**src/rtl/audio_ctrl_i2c_slave.sv**
```systemverilog
module audio_ctrl_i2c_slave #(
  parameter int          SYNC_STAGES = 2,
  parameter logic [5:0]  ADDR_BASE   = 6'b100000
) (
  input  logic       clk,
  input  logic       rst_n,
  input  logic       addr_sel,
  input  logic       scl_in,
  input  logic       sda_in,
  output logic       sda_drive_low,
  output logic [5:0] vol_common,
  output logic [4:0] vol_left,
  output logic [4:0] vol_right,
  output logic [4:0] bass,
  output logic [3:0] treble,
  output logic [6:0] scart_ctrl,
  output logic [7:0] spkr_ctrl,
  output logic       port1,
  output logic       port2
);

  typedef enum logic [1:0] {S_IDLE, S_ADDR, S_SUB, S_DATA} rx_state_t;

  logic [SYNC_STAGES:0] scl_pipe, sda_pipe;
  logic scl_s, scl_d, sda_s, sda_d;
  logic scl_rise, scl_fall, start_det, stop_det;
  logic addr_hit, idle_w;

  rx_state_t  state;
  logic [3:0] bit_cnt;
  logic [7:0] shreg;
  logic [7:0] subaddr;
  logic       in_ack;
  logic       sda_lo;

  always_ff @(posedge clk or negedge rst_n) begin
    if (!rst_n) begin
      scl_pipe <= '1;
      sda_pipe <= '1;
    end else begin
      scl_pipe <= {scl_pipe[SYNC_STAGES-1:0], scl_in};
      sda_pipe <= {sda_pipe[SYNC_STAGES-1:0], sda_in};
    end
  end

  assign scl_s = scl_pipe[SYNC_STAGES-1];
  assign scl_d = scl_pipe[SYNC_STAGES];
  assign sda_s = sda_pipe[SYNC_STAGES-1];
  assign sda_d = sda_pipe[SYNC_STAGES];

  assign scl_rise  = scl_s & ~scl_d;
  assign scl_fall  = ~scl_s & scl_d;
  assign start_det = scl_s & scl_d & sda_d & ~sda_s;
  assign stop_det  = scl_s & scl_d & ~sda_d & sda_s;
  assign addr_hit  = (shreg[7:1] == {ADDR_BASE, addr_sel}) && !shreg[0];
  assign idle_w    = (state == S_IDLE);

  always_ff @(posedge clk or negedge rst_n) begin
    if (!rst_n) begin
      state      <= S_IDLE;
      bit_cnt    <= '0;
      shreg      <= '0;
      subaddr    <= '0;
      in_ack     <= 1'b0;
      sda_lo     <= 1'b0;
      vol_common <= '0;
      vol_left   <= '0;
      vol_right  <= '0;
      bass       <= '0;
      treble     <= '0;
      scart_ctrl <= 7'h40;
      spkr_ctrl  <= 8'h40;
    end else if (start_det) begin
      state   <= S_ADDR;
      bit_cnt <= '0;
      in_ack  <= 1'b0;
      sda_lo  <= 1'b0;
    end else if (stop_det) begin
      state   <= S_IDLE;
      bit_cnt <= '0;
      in_ack  <= 1'b0;
      sda_lo  <= 1'b0;
    end else if (state != S_IDLE) begin
      if (scl_rise && !in_ack && bit_cnt < 4'd8) begin
        shreg   <= {shreg[6:0], sda_s};
        bit_cnt <= bit_cnt + 4'd1;
      end else if (scl_fall) begin
        if (in_ack) begin
          in_ack <= 1'b0;
          sda_lo <= 1'b0;
        end else if (bit_cnt == 4'd8) begin
          bit_cnt <= '0;
          in_ack  <= 1'b1;
          sda_lo  <= 1'b1;
          case (state)
            S_ADDR: begin
              if (addr_hit) state <= S_SUB;
              else begin
                state  <= S_IDLE;
                sda_lo <= 1'b0;
              end
            end
            S_SUB: begin
              subaddr <= shreg;
              state   <= S_DATA;
            end
            default: begin
              case (subaddr)
                8'h00: vol_common <= shreg[5:0];
                8'h01: vol_left   <= shreg[4:0];
                8'h02: vol_right  <= shreg[4:0];
                8'h03: bass       <= shreg[4:0];
                8'h04: treble     <= shreg[3:0];
                8'h08: scart_ctrl <= shreg[6:0];
                8'h09: spkr_ctrl  <= shreg;
                default: ;
              endcase
              subaddr <= subaddr + 8'd1;
            end
          endcase
        end
      end
    end
  end

  assign sda_drive_low = sda_lo;
  assign port1 = scart_ctrl[5];
  assign port2 = scart_ctrl[4];

endmodule


```
**config.mk**
```make
export PLATFORM = sky130hd
export DESIGN_NAME = audio_ctrl_i2c_slave
export DESIGN_NICKNAME = d
export VERILOG_FILES = /design/src/rtl/audio_ctrl_i2c_slave.sv
export SDC_FILE = /design/constraint.sdc
export NUM_CORES = 1
export LEC_CHECK = 0
export ABC_CLOCK_PERIOD_IN_PS = 3100
export BUFFER_PORTS_ARGS = -buffer_cell sky130_fd_sc_hd__buf_4
export CORE_AREA = 2 2 106 108
export DETAILED_ROUTE_END_ITERATION = 10
export DIE_AREA = 0 0 108 110
export HOLD_SLACK_MARGIN = 0.08
export PLACE_DENSITY = 0.49
export SKIP_CTS_REPAIR_TIMING = 1
export SYNTH_ARGS = -nofsm -noshare
export SYNTH_HDL_FRONTEND = slang
export SYNTH_SLANG_ARGS = --single-unit
```
**constraint.sdc**
```tcl
create_clock -name clk -period 3.1 [get_ports clk]
set_input_delay 0.465 -clock clk [delete_from_list [all_inputs] [get_ports clk]]
set_output_delay 0.465 -clock clk [all_outputs]
set_load 0.02 [all_outputs]
```
* Yosys cells after proc, flatten, opt, wreduce, memory -nomap -nowiden
Index checks and enable logic that the tools add are counted.
** Operators by class
- $add $sub $neg :: 2
- $lt $le $gt $ge :: 1
- Equality and inequality tests :: 13
- Muxes and demuxes :: 33
- Bitwise logic cells :: 17
- Reductions and logical operators :: 28
** Operators by type and width (count)
- $reduce_and 9->1 :: 7
- $mux 4 :: 7
- $eq 8x2->1 const B :: 2
- $eq 8x4->1 const B :: 2
- $mux 1 :: 16
- $mux 2 :: 8
- $pmux 8 s2 :: 1
- $reduce_bool 4->1 :: 4
- $reduce_and 4->1 :: 3
- $not 1->1 :: 10
- $reduce_bool 3->1 :: 3
- $add 8x1->8 const B :: 1
- $eq 8x1->1 const B :: 1
- $eq 8x3->1 const B :: 1
- $logic_not 8->1 :: 1
- $reduce_and 8->1 :: 1
- $and 1x1->1 :: 7
- $eq 7x7->1 :: 1
- $ne 3x3->1 const B :: 2
- $reduce_and 6->1 :: 1
- $add 4x1->4 const B :: 1
- $eq 4x4->1 const B :: 1
- $lt 4x4->1 const B :: 1
- $ne 4x3->1 const B :: 1
- other kinds (8) :: 11
** Word-level totals
- Bits in registers :: 70
- Bits of input ports :: 5
- Output and inout port bits :: 43
- Word-level logic and storage cells :: 109

* Longest topological paths before layout
Gate-level depths: netlist (run 1).
- Depth after elaboration :: 11
- Mapped depth :: 8
- Gate-level depth less buffers :: 6

* Worst setup path after synthesis (run 1)
OpenSTA, ideal clock, no wires.
- Kind :: flip-flop to flip-flop
- Start :: register state[0]
- End :: register spkr_ctrl[0]
- Library setup time :: 125 ps
- Data arrival time :: 2400 ps
- Required time :: 2975 ps
- Path slack :: 575 ps
- Stages on the path, launching flop included :: 9
- Path buffers :: 2
- Period minus slack after synthesis :: 2525 ps
- Cells stage by stage :: dfrtp_1 -> inv_1 -> ha_1 -> or4b_2 -> buf_2 -> nor4_4 -> and3_1 -> buf_4 -> mux2_2
** On the way
- Longest elaborated chain between the ends :: 4
- Elaborated cells on any way between the ends :: 6
- Those cells by class :: eq/ne (2); bitwise (1); reduce/logical (3)
** Ends and longest elaborated chain
- start, declared :: line 29 : rx_state_t state;
- start signal, assigned :: line 60 : state <= S_IDLE;
- start signal, assigned :: line 74 : state <= S_ADDR;
- start signal, assigned :: line 79 : state <= S_IDLE;
- $eq 2x2->1 / $eq 2x1->1 (equally long branches) :: line 95 : case (state)
- $reduce_or 2->1 (no line)
- $not 1->1 (no line)
- $reduce_and 9->1 (no line) *
- end signal, assigned :: line 115 : 8'h09: spkr_ctrl <= shreg;
- end, declared :: line 17 : output logic [7:0] spkr_ctrl,
Mark *: on every way between the ends. The rest lies on a longest branch, timed or not.
A chain may end at the register's enable or synchronous reset.

* Worst setup path after layout (run 1)
- Start :: register state[0]
- End :: register spkr_ctrl[2]
The elaborated chain is that of the path after synthesis.

==> results of run 1 <==
==> Yosys cell counts, types with 2 or more instances <==
library cell and number:
a22o_1 7, and3_1 8, o21ai_0 5, and4b_1 2
ha_1 9, buf_4 5, o22a_1 2, nor2_1 10
a31oi_1 2, nor4b_1 2, mux2_2 49, nand3_1 8
nand2_1 5, nand4b_1 2, xnor2_1 2, or4b_2 2
inv_1 9, o21a_1 2, dfstp_2 8, o211ai_1 2
clkbuf_1 8, nor4_1 2, mux2i_1 2, nor3_1 4
or2_2 2, o22ai_1 2, dfrtp_1 62
==> worst max-delay path by stage <==
| stage | from | endpoint | slack, ps | cells after the start |
|---|---|---|---|---|
| after detailed placement | state[0] | spkr_ctrl[0] | 230 | 6 |
| after CTS | state[0] | spkr_ctrl[2] | 220 | 6 |
| final | state[0] | spkr_ctrl[2] | 250 | 6 |
| after global routing | state[0] | spkr_ctrl[4] | 70 | 6 |
| after floorplan | state[0] | spkr_ctrl[0] | 580 | 8 |
| after global placement | state[0] | spkr_ctrl[5] | 290 | 6 |
==> per-stage QoR <==
step | worst slack [ps] | util (%)
after detailed placement | 228 | 33.7
final | 253 | 35.4
after floorplan | 575 | -
after global placement | 292 | 33.7
after CTS | 222 | 35.4
after global routing | 70.9 | 35.4
==> sequential cells by signal, indices dropped and copies added (netlist names) <==
name / flops
subaddr: 8
sda_pipe: 3
spkr_ctrl: 8
vol_right: 5
shreg: 8
vol_common: 6
bit_cnt: 4
bass: 5
scl_pipe: 3
state: 2
treble: 4
vol_left: 5
sda_drive_low: 1
scart_ctrl: 7
in_ack: 1
==> routing by layer <==
| metal | track usage [%] | up-vias | wire [µm] |
|---|---|---|---|
| li1 | - | 965 | - |
| met1 | 16.9 | 1013 | 3290 |
| met2 | 20.5 | 58 | 3210 |
| met3 | 4.53 | 4 | 484 |
| met4 | 3.02 | 0 | 29 |
| met5 | 0 | - | 0 |
==> report_power, final <==
group | internal (mW) | switching (mW)
Clock | 0.316 | 0.367
Sequential | 0.969 | 0.158
Combinational | 0.0797 | 0.0712
==> cell type report <==
| class | instances | area [µm²] | area share, % |
|---|---|---|---|
| clock inverters | 6 | 46.3 | 1.22 |
| clock buffers | 10 | 138 | 3.64 |
| repair buffers | 49 | 368 | 9.72 |
| inverters | 9 | 33.8 | 0.893 |
| flip-flops and latches | 70 | 1760 | 46.5 |
| multi-input cells | 146 | 1260 | 33.4 |
| well taps | 140 | 175 | 4.63 |
==> critical path, cell delays in order (launching register included) <==
cell and delay [ps]:
dfrtp_1 350, inv_1 90, ha_1 260, or4b_2 730
nor4_4 460, and3_1 470, mux2_2 380
==> cell families (layout without fill, tap and decap cells) <==
logic type	after synthesis	after routing
xor gates and xnor gates	2	2
and+or+nand+nor	54	54
muxes	51	51
buffers and inverters	23	74
adders and majority gates	9	9
AOI/OAI and AO/OA	30	30
DFF	70	70
==> results.md, run 1 <==
- Final clock skew: approximately 11 ps
- Xor/xnor share of the synthesized area: 0.560%
- DRT iter0 DRCs: ~70
- Clock latency on the worst-skew pair: approximately 340 ps
- Worst r2r src: state[0]
- Largest net degree at the start of global routing: between 70 and 80
- Cell count after placement: ~410
- Most frequent cells in the layout: dfrtp_1, mux2_2, buf_4
- Post-Synth Adder-Cell Area: between 3 and 4%
- Top cell type's share of synthesized area: between 40 and 50%
- CP Capture Type: flip-flop
- DP Area: about 3600 µm²
- Period minus WS final: approximately 2800 ps
- Vias in the first global route: about 2.1k
- Max_cap viols: 0
- Rel. slew slack: 40.3%
- Largest family of logic cells by synthesized area: multiplexers
- Seq/Total Area, Yosys: between 50% and 60%
- Worst Hold Launch: sda_in
- First-pass GRT wire length: ~12000 µm
- Cell accounting for the most synthesized area: dfrtp_1
- Final Power: 1.96 mW
- Library cells used by synthesis: between 40 and 50
- Yosys reg bits: 70
- Yosys warnings: 0
- Hold Path Class: input pin to flip-flop
- Synth Area in Compound Gates: 7.27%
- Req. time, crit path: 3320 ps
- Post-synthesis cell area: 3130 µm²
- Area contributors post-synth: dfrtp_1, mux2_2, dfstp_2
- Total routed wirelength: 7010 µm
- Total track usage: approximately 13%
- Multiplexer share of the synthesized area: 18.3%
- Commonest non-fill, non-tap cell in the layout: dfrtp_1
- Lkg Pwr: around 1.9 nW
- Root buf cell: clkbuf_8
- Number of CTS-inserted buffers: 9
- Slew @ Worst Pin: a little under 900 ps
- Setup CP Type: flip-flop to flip-flop
- Reg-to-reg setup timing slack: 250 ps
- DRC errors left: 0
- Ys async rst share: 100%
- Synth Area in Simple Gates: between 10% and 20%
- Chip Width: about 110 µm
- R2R depth: 6
- ANT nets after route: 0
- Fillers: roughly 1.1k
- Via density: roughly 4.7
- Total negative slack: 0 ps
- WL/cell: ~16 µm
- Vias: around 2k
- Starting density of the core: around 30%
- Die area: between 10000 and 15000 µm²
- Initial antenna violation count: 0
- Peak supply drop: just under 0.3 mV
- Clk slew on worst S/H paths: about 80 ps
- Slew Viols, Final: 0
- Status: complete, no violations
- HPWL after detailed placement: 4540 µm
- Mapped Cells: 239
- CTS max path bufs: 2
- F_max: roughly 350 MHz
- Port Buffers: 47
- Hold path depth: 1
- Area Growth Syn to Fin: 20.9%
- Post-synth EDFFs: 0
- Syn_nets: 253
- Layout Cells excl Fill: 430
- Die height: approximately 110 µm
- Startpoint types: flip-flop
- CP arrival: 3070 ps
- Final Hold Slack: ~230 ps
- Fin crit share: ~92%
- Layout cell share with drive strength beyond 1: between 40% and 50%
- Router iterations before antenna repair: 4
- Core Region: between 10000 and 15000 µm²
- Overflow left after global routing: 0
- CP Max Fanout: 8
- Mapped Avg Cell Area: 13.1 µm²
- CTS H-Tree Depth: 3
- Placement Rows: 38
- Top FF cell, synth: dfrtp_1
- RePlAce Congestion: ~0.78
- Layout Nets: around 300
- Clock Sinks: 70
- WHS Endpoint: sda_pipe[0]
- Pwr/cell area: ~520 nW/µm²
- # diodes: 0
- Fin. Hold Viols: 0
- CTS tree: built
- RR Endpoint: spkr_ctrl[2]
- Endpoints failing setup: 0
- IO Pins: 48
- Design area: around 3800 µm²
- RSZ-0062 raised after global routing: false
Power figures use the tool's default switching activity.
==> run 2: changes to the inputs <==
--- a/config.mk
+++ b/config.mk
@@ -5,7 +5,7 @@
 export SDC_FILE = /design/constraint.sdc
 export NUM_CORES = 1
 export LEC_CHECK = 0
-export ABC_CLOCK_PERIOD_IN_PS = 3100
+export ABC_CLOCK_PERIOD_IN_PS = 3500
 export BUFFER_PORTS_ARGS = -buffer_cell sky130_fd_sc_hd__buf_4
 export CORE_AREA = 2 2 106 108
 export DETAILED_ROUTE_END_ITERATION = 10
==> constraint.sdc (replaced) <==
create_clock -name clk -period 3.5 [get_ports clk]
set_input_delay 0.525 -clock clk [delete_from_list [all_inputs] [get_ports clk]]
set_output_delay 0.525 -clock clk [all_outputs]
set_load 0.02 [all_outputs]
==> results.md, run 2 (synthesized netlist as in run 1, its figures left out) <==
- Multi-input gate area: about 1300 µm²
- First-pass GRT wire length: about 12000 µm
- Fin crit share: between 80 and 90%
- RePlAce Congestion: around 0.78
- Hold Path Class: input pin to flip-flop
- Clock latency on the worst-skew pair: between 300 and 400 ps
- Max incr delay on CP: 730 ps
- Total negative slack: 0 ps
- Status: complete, no violations
- Pwr/cell area: around 490 nW/µm²
- Peak supply drop: around 0.20 mV
- ANT nets after route: 0
- Req. time, crit path: 3730 ps
- CTS tree: built
- F_max: 351 MHz
- CP Max Fanout: 8
- Rel. slew slack: 40.7%
- Via density: around 4.8
- CTS max path bufs: 2
- Seq pwr share: between 50 and 60%
- Clock power frac: about two fifths
- Overflow left after global routing: 0
- Number of CTS-inserted buffers: 9
- Max_cap viols: 0
- DRT iter0 DRCs: 85
- DRC errors left: 0
- Final Power: roughly 1.9 mW
- Final clock skew: between 7 and 8 ps
- Chip Width: around 110 µm
- HPWL after detailed placement: 4520 µm
- Largest net degree at the start of global routing: 71
- Vias: between 2k and 2.5k
- Internal power: between 1 and 1.5 mW
- Clk slew on worst S/H paths: about 80 ps
- Gate power share: ~7.2%
- CP Capture Type: flip-flop
- IO Pins: 48
- Root buf cell: clkbuf_8
- Crit-path cells: inv_1 -> ha_1 -> or4b_2 -> nor4_4 -> and3_1 -> mux2_2
- CP arrival: roughly 3100 ps
- Most frequent cells in the layout: dfrtp_1, mux2_2, buf_4
- Area Growth Syn to Fin: 22.1%
- Setup CP Type: flip-flop to flip-flop
- Pre-CTS setup slack: between 600 and 700 ps
- Setup slack after layout: approximately 650 ps
- Startpoint types: flip-flop
- Clock Sinks: 70
- Total track usage: between 10 and 15%
- Total routed wirelength: a little under 7000 µm
- # diodes: 0
- Slew Viols, Final: 0
- Core Region: 10700 µm²
- Port Buffers: 47
- Commonest non-fill, non-tap cell in the layout: dfrtp_1
- Vias in the first global route: approximately 2.2k
- Switching Share: 28.4%
- Layout cell share with drive strength beyond 1: 44.5%
- WL/cell: between 15 and 20 µm
- Slew @ Worst Pin: 889 ps
- Lkg Pwr: roughly 1.9 nW
- Die height: 110 µm
- RSZ-0062 raised after global routing: false
- Fillers: 1074
- Die area: 11900 µm²
- Top Registers: shreg (8), spkr_ctrl (8), subaddr (8)
- Fin. Hold Viols: 0
- CTS H-Tree Depth: 3
- Router iterations before antenna repair: 4
- Endpoints failing setup: 0
- Layout Nets: 299
- Period minus WS final: between 2000 and 3000 ps
- Switching Power: roughly 0.53 mW
- Starting density of the core: 29.3%
- Placement Rows: 38
- FF/Latch Area: roughly 1800 µm²
- Critical-path top delay cell: or4b_2
- Initial antenna violation count: 0
run 2: critical path: cells and delay by family (launching register included):
kind	cells	cell delay, ps
and+or+nand+nor	3	1660
muxes	1	390
DFF	1	350
adders and majority gates	1	250
buffers and inverters	1	80
run 2: layout make-up:
type	count	area share (%)
flip-flops and latches	70	46.1
multi-input cells	146	33.0
repair buffers	49	9.62
well taps	140	4.58
clock buffers	9	3.24
clock inverters	7	2.55
inverters	9	0.884
run 2: final timing paths:
path	start	to	slack, ps	cells after the start
max reg2reg	state[0]	spkr_ctrl[3]	650	6
min	sda_in	sda_pipe[0]	280	1
max in group asynchronous	rst_n	scart_ctrl[3]	2620	1
max	state[0]	spkr_ctrl[3]	650	6
min reg2reg	sda_pipe[0]	sda_pipe[1]	360	0
min in group asynchronous	rst_n	sda_drive_low	300	1
run 2: power by group through the flow:
stage          registers (mW)  logic [mW]  clock network, mW
2_1_floorplan           0.911       0.136                  0
3_3_place_gp             1.02       0.132                  0
3_5_place_dp             1.02       0.135                  0
4_1_cts                  1.00       0.136              0.758
5_1_grt                  1.01       0.153              0.790
6_report                0.997       0.134              0.730
run 2: through the flow:
step | util, % | hold slack, ps | area (µm²) | std cells
2_1_floorplan | - | 229 | 3130 | 239
3_3_place_gp | 33.7 | 347 | 3600 | 414
3_5_place_dp | 33.7 | 351 | 3600 | 414
4_1_cts | 35.7 | 265 | 3820 | 430
5_1_grt | 35.7 | 263 | 3820 | 430
6_report | 35.7 | 285 | 3820 | 430
run 2: routing by layer:
layer / up-vias / track usage, % / part of all wire (%)
met5: - / 0 / 0
met4: 0 / 4.67 / 1.2
met3: 8 / 3.76 / 4.6
met2: 44 / 20.3 / 46
met1: 1042 / 17.0 / 48
li1: 964 / - / -
==> run 3: changes to the inputs <==
--- a/config.mk
+++ b/config.mk
@@ -5,13 +5,14 @@
 export SDC_FILE = /design/constraint.sdc
 export NUM_CORES = 1
 export LEC_CHECK = 0
-export ABC_CLOCK_PERIOD_IN_PS = 3500
+export ABC_AREA = 1
+export ABC_CLOCK_PERIOD_IN_PS = 2500
 export BUFFER_PORTS_ARGS = -buffer_cell sky130_fd_sc_hd__buf_4
-export CORE_AREA = 2 2 106 108
+export CORE_AREA = 2 2 111 113
 export DETAILED_ROUTE_END_ITERATION = 10
-export DIE_AREA = 0 0 108 110
+export DIE_AREA = 0 0 113 115
 export HOLD_SLACK_MARGIN = 0.08
-export PLACE_DENSITY = 0.49
+export PLACE_DENSITY = 0.5
 export SKIP_CTS_REPAIR_TIMING = 1
 export SYNTH_ARGS = -nofsm -noshare
 export SYNTH_HDL_FRONTEND = slang
==> constraint.sdc (replaced) <==
create_clock -name clk -period 2.5 [get_ports clk]
set_input_delay 0.375 -clock clk [delete_from_list [all_inputs] [get_ports clk]]
set_output_delay 0.375 -clock clk [all_outputs]
set_load 0.02 [all_outputs]
==> results.md, run 3 <==
- Root buf cell: clkbuf_16
- Top cell type's share of synthesized area: around 44%
- Initial antenna violation count: 0
- Fin. Hold Viols: 0
- Most frequent cell after synthesis: nand2_1
- Slew @ Worst Pin: between 800 and 900 ps
- Largest net degree at the start of global routing: 71
- ANT nets after route: 0
- Library cells used by synthesis: 23
- Clk slew on worst S/H paths: roughly 50 ps
- First-pass GRT wire length: around 14000 µm
- Vias: just under 3k
- RePlAce Congestion: just under 0.8
- F_max: 521 MHz
- Vias in the first global route: between 2k and 3k
- Cell accounting for the most synthesized area: dfrtp_1
- Final Hold Slack: around 150 ps
- Hold Path Class: input pin to flip-flop
- Seq/Total Area, Yosys: about half
- Layout cell share with drive strength beyond 1: 18.9%
- Lkg Pwr: between 2 and 2.5 nW
- DRC errors left: 5
- Post-synthesis cell area: roughly 3500 µm²
- # diodes: 0
- Startpoint types: flip-flop
- Router iterations before antenna repair: 9
- CP arrival: approximately 2100 ps
- Status: finished with violations
- CTS tree: built
- Mapped Cells: 430
- CTS H-Tree Depth: 3
- Placement Rows: 40
- Total track usage: a little over an eighth
- Commonest non-fill, non-tap cell in the layout: nand2_1
- Req. time, crit path: approximately 2700 ps
- Clock Sinks: 70
- Fin crit share: 76.8%
- Setup CP Type: flip-flop to flip-flop
- Number of CTS-inserted buffers: 9
- Clock latency on the worst-skew pair: between 300 and 400 ps
- Fillers: between 1k and 1.5k
- IO Pins: between 40 and 50
- CTS max path bufs: 2
- CP Max Fanout: 25
- Die area: roughly 13000 µm²
- CP Capture Type: flip-flop
- Post-synth top cells: nand2_1, dfrtp_1, nand3_1
- Chip Width: 113 µm
- Via density: approximately 4.6
- Top FF cell, synth: dfrtp_1
- Final clock skew: ~9.7 ps
- Layout Nets: 485
- Top Registers: shreg (8), spkr_ctrl (8), subaddr (8)
- Area Growth Syn to Fin: 21.3%
- Yosys reg bits: 70
- Ys async rst share: between 90% and 100%
- Period minus WS final: roughly 1900 ps
- Syn_nets: between 400 and 500
- RSZ-0062 raised after global routing: false
- Port Buffers: 47
- Endpoints failing setup: 0
- Max_cap viols: 0
- Overflow left after global routing: 0
- Total routed wirelength: between 8000 and 9000 µm
- Starting density of the core: 29.6%
- HPWL after detailed placement: 5790 µm
- Rel. slew slack: around 40%
- Slew Viols, Final: 0
- Mapped Avg Cell Area: 8.12 µm²
- Most frequent cells in the layout: nand2_1, dfrtp_1, nand3_1
- Peak supply drop: 0.268 mV
- Core Region: about 12000 µm²
- Final Power: approximately 3.2 mW
- Die height: about 120 µm
- DRT iter0 DRCs: 171
- Pwr/cell area: 745 nW/µm²
- Area contributors post-synth: dfrtp_1, nand2_1, nand3_1
- Total negative slack: 0 ps
- WL/cell: between 10 and 15 µm
- Failing checks: design-rule violations
- Post-synth EDFFs: 0
- Yosys warnings: 0
## run 3: critical path, cell delays in order, from the launching register on
cell and delay, ps:
dfrtp_1 400, inv_1 80, ha_1 170, nand2_1 100
nor2_1 130, nand2_1 100, nor2_4 430, nand2_1 230
nand2_1 110, nand2_1 50
## run 3: final timing paths
kind	from	endpoint	slack, ps	depth (start not counted)
min	scl_in	scl_pipe[0]	150	1
min in group asynchronous	rst_n	subaddr[5]	170	1
max reg2reg	bit_cnt[0]	vol_right[1]	580	9
min reg2reg	sda_pipe[0]	sda_pipe[1]	350	0
max	bit_cnt[0]	vol_right[1]	580	9
max in group asynchronous	rst_n	vol_right[1]	1740	1
## run 3: where the power goes
part           switching (mW)  total, mW  internal, mW  leakage, nW
registers               0.207       1.44          1.23        0.933
logic                   0.310      0.462         0.151         1.10
clock network           0.483       1.25         0.770        0.138
total                    1.00       3.15          2.15         2.17
## run 3: logic make-up (layout without fill, tap and decap cells)
kind of cell,Yosys count,after routing,share of synthesized area (%)
flops,70,70,50.4
buf+inv,54,100,6.45
fa+ha+maj,9,9,3.22
xor+xnor,2,2,0.502
simple gates,253,253,33.1
compound gates,42,42,6.23
## run 3: cell type report
| type | count | area, µm² | area share [%] |
|---|---|---|---|
| sequential | 70 | 1760 | 41.6 |
| timing repair buffer | 47 | 353 | 8.33 |
| multi-input combinational | 306 | 1510 | 35.5 |
| inverter | 37 | 139 | 3.28 |
| clock buffer | 10 | 229 | 5.41 |
| clock inverter | 6 | 63.8 | 1.51 |
| tap | 147 | 184 | 4.34 |
## run 3: layer usage
metal	GRT usage (%)	vias up	routed length (µm)
met5	0	-	0
met4	3.90	0	42
met3	4.16	2	424
met2	22.8	61	4020
met1	17.2	1355	3690
li1	-	1467	-
## run 3: per-stage QoR
step                      utilization [%]  worst slack, ps  cells  cell area (µm²)
after floorplan                         -              956    430             3490
after global placement               33.4              640    607             3940
after detailed placement             33.4              566    607             3940
after CTS                            35.9              555    623             4240
after global routing                 35.9              360    623             4240
final                                35.9              579    623             4240
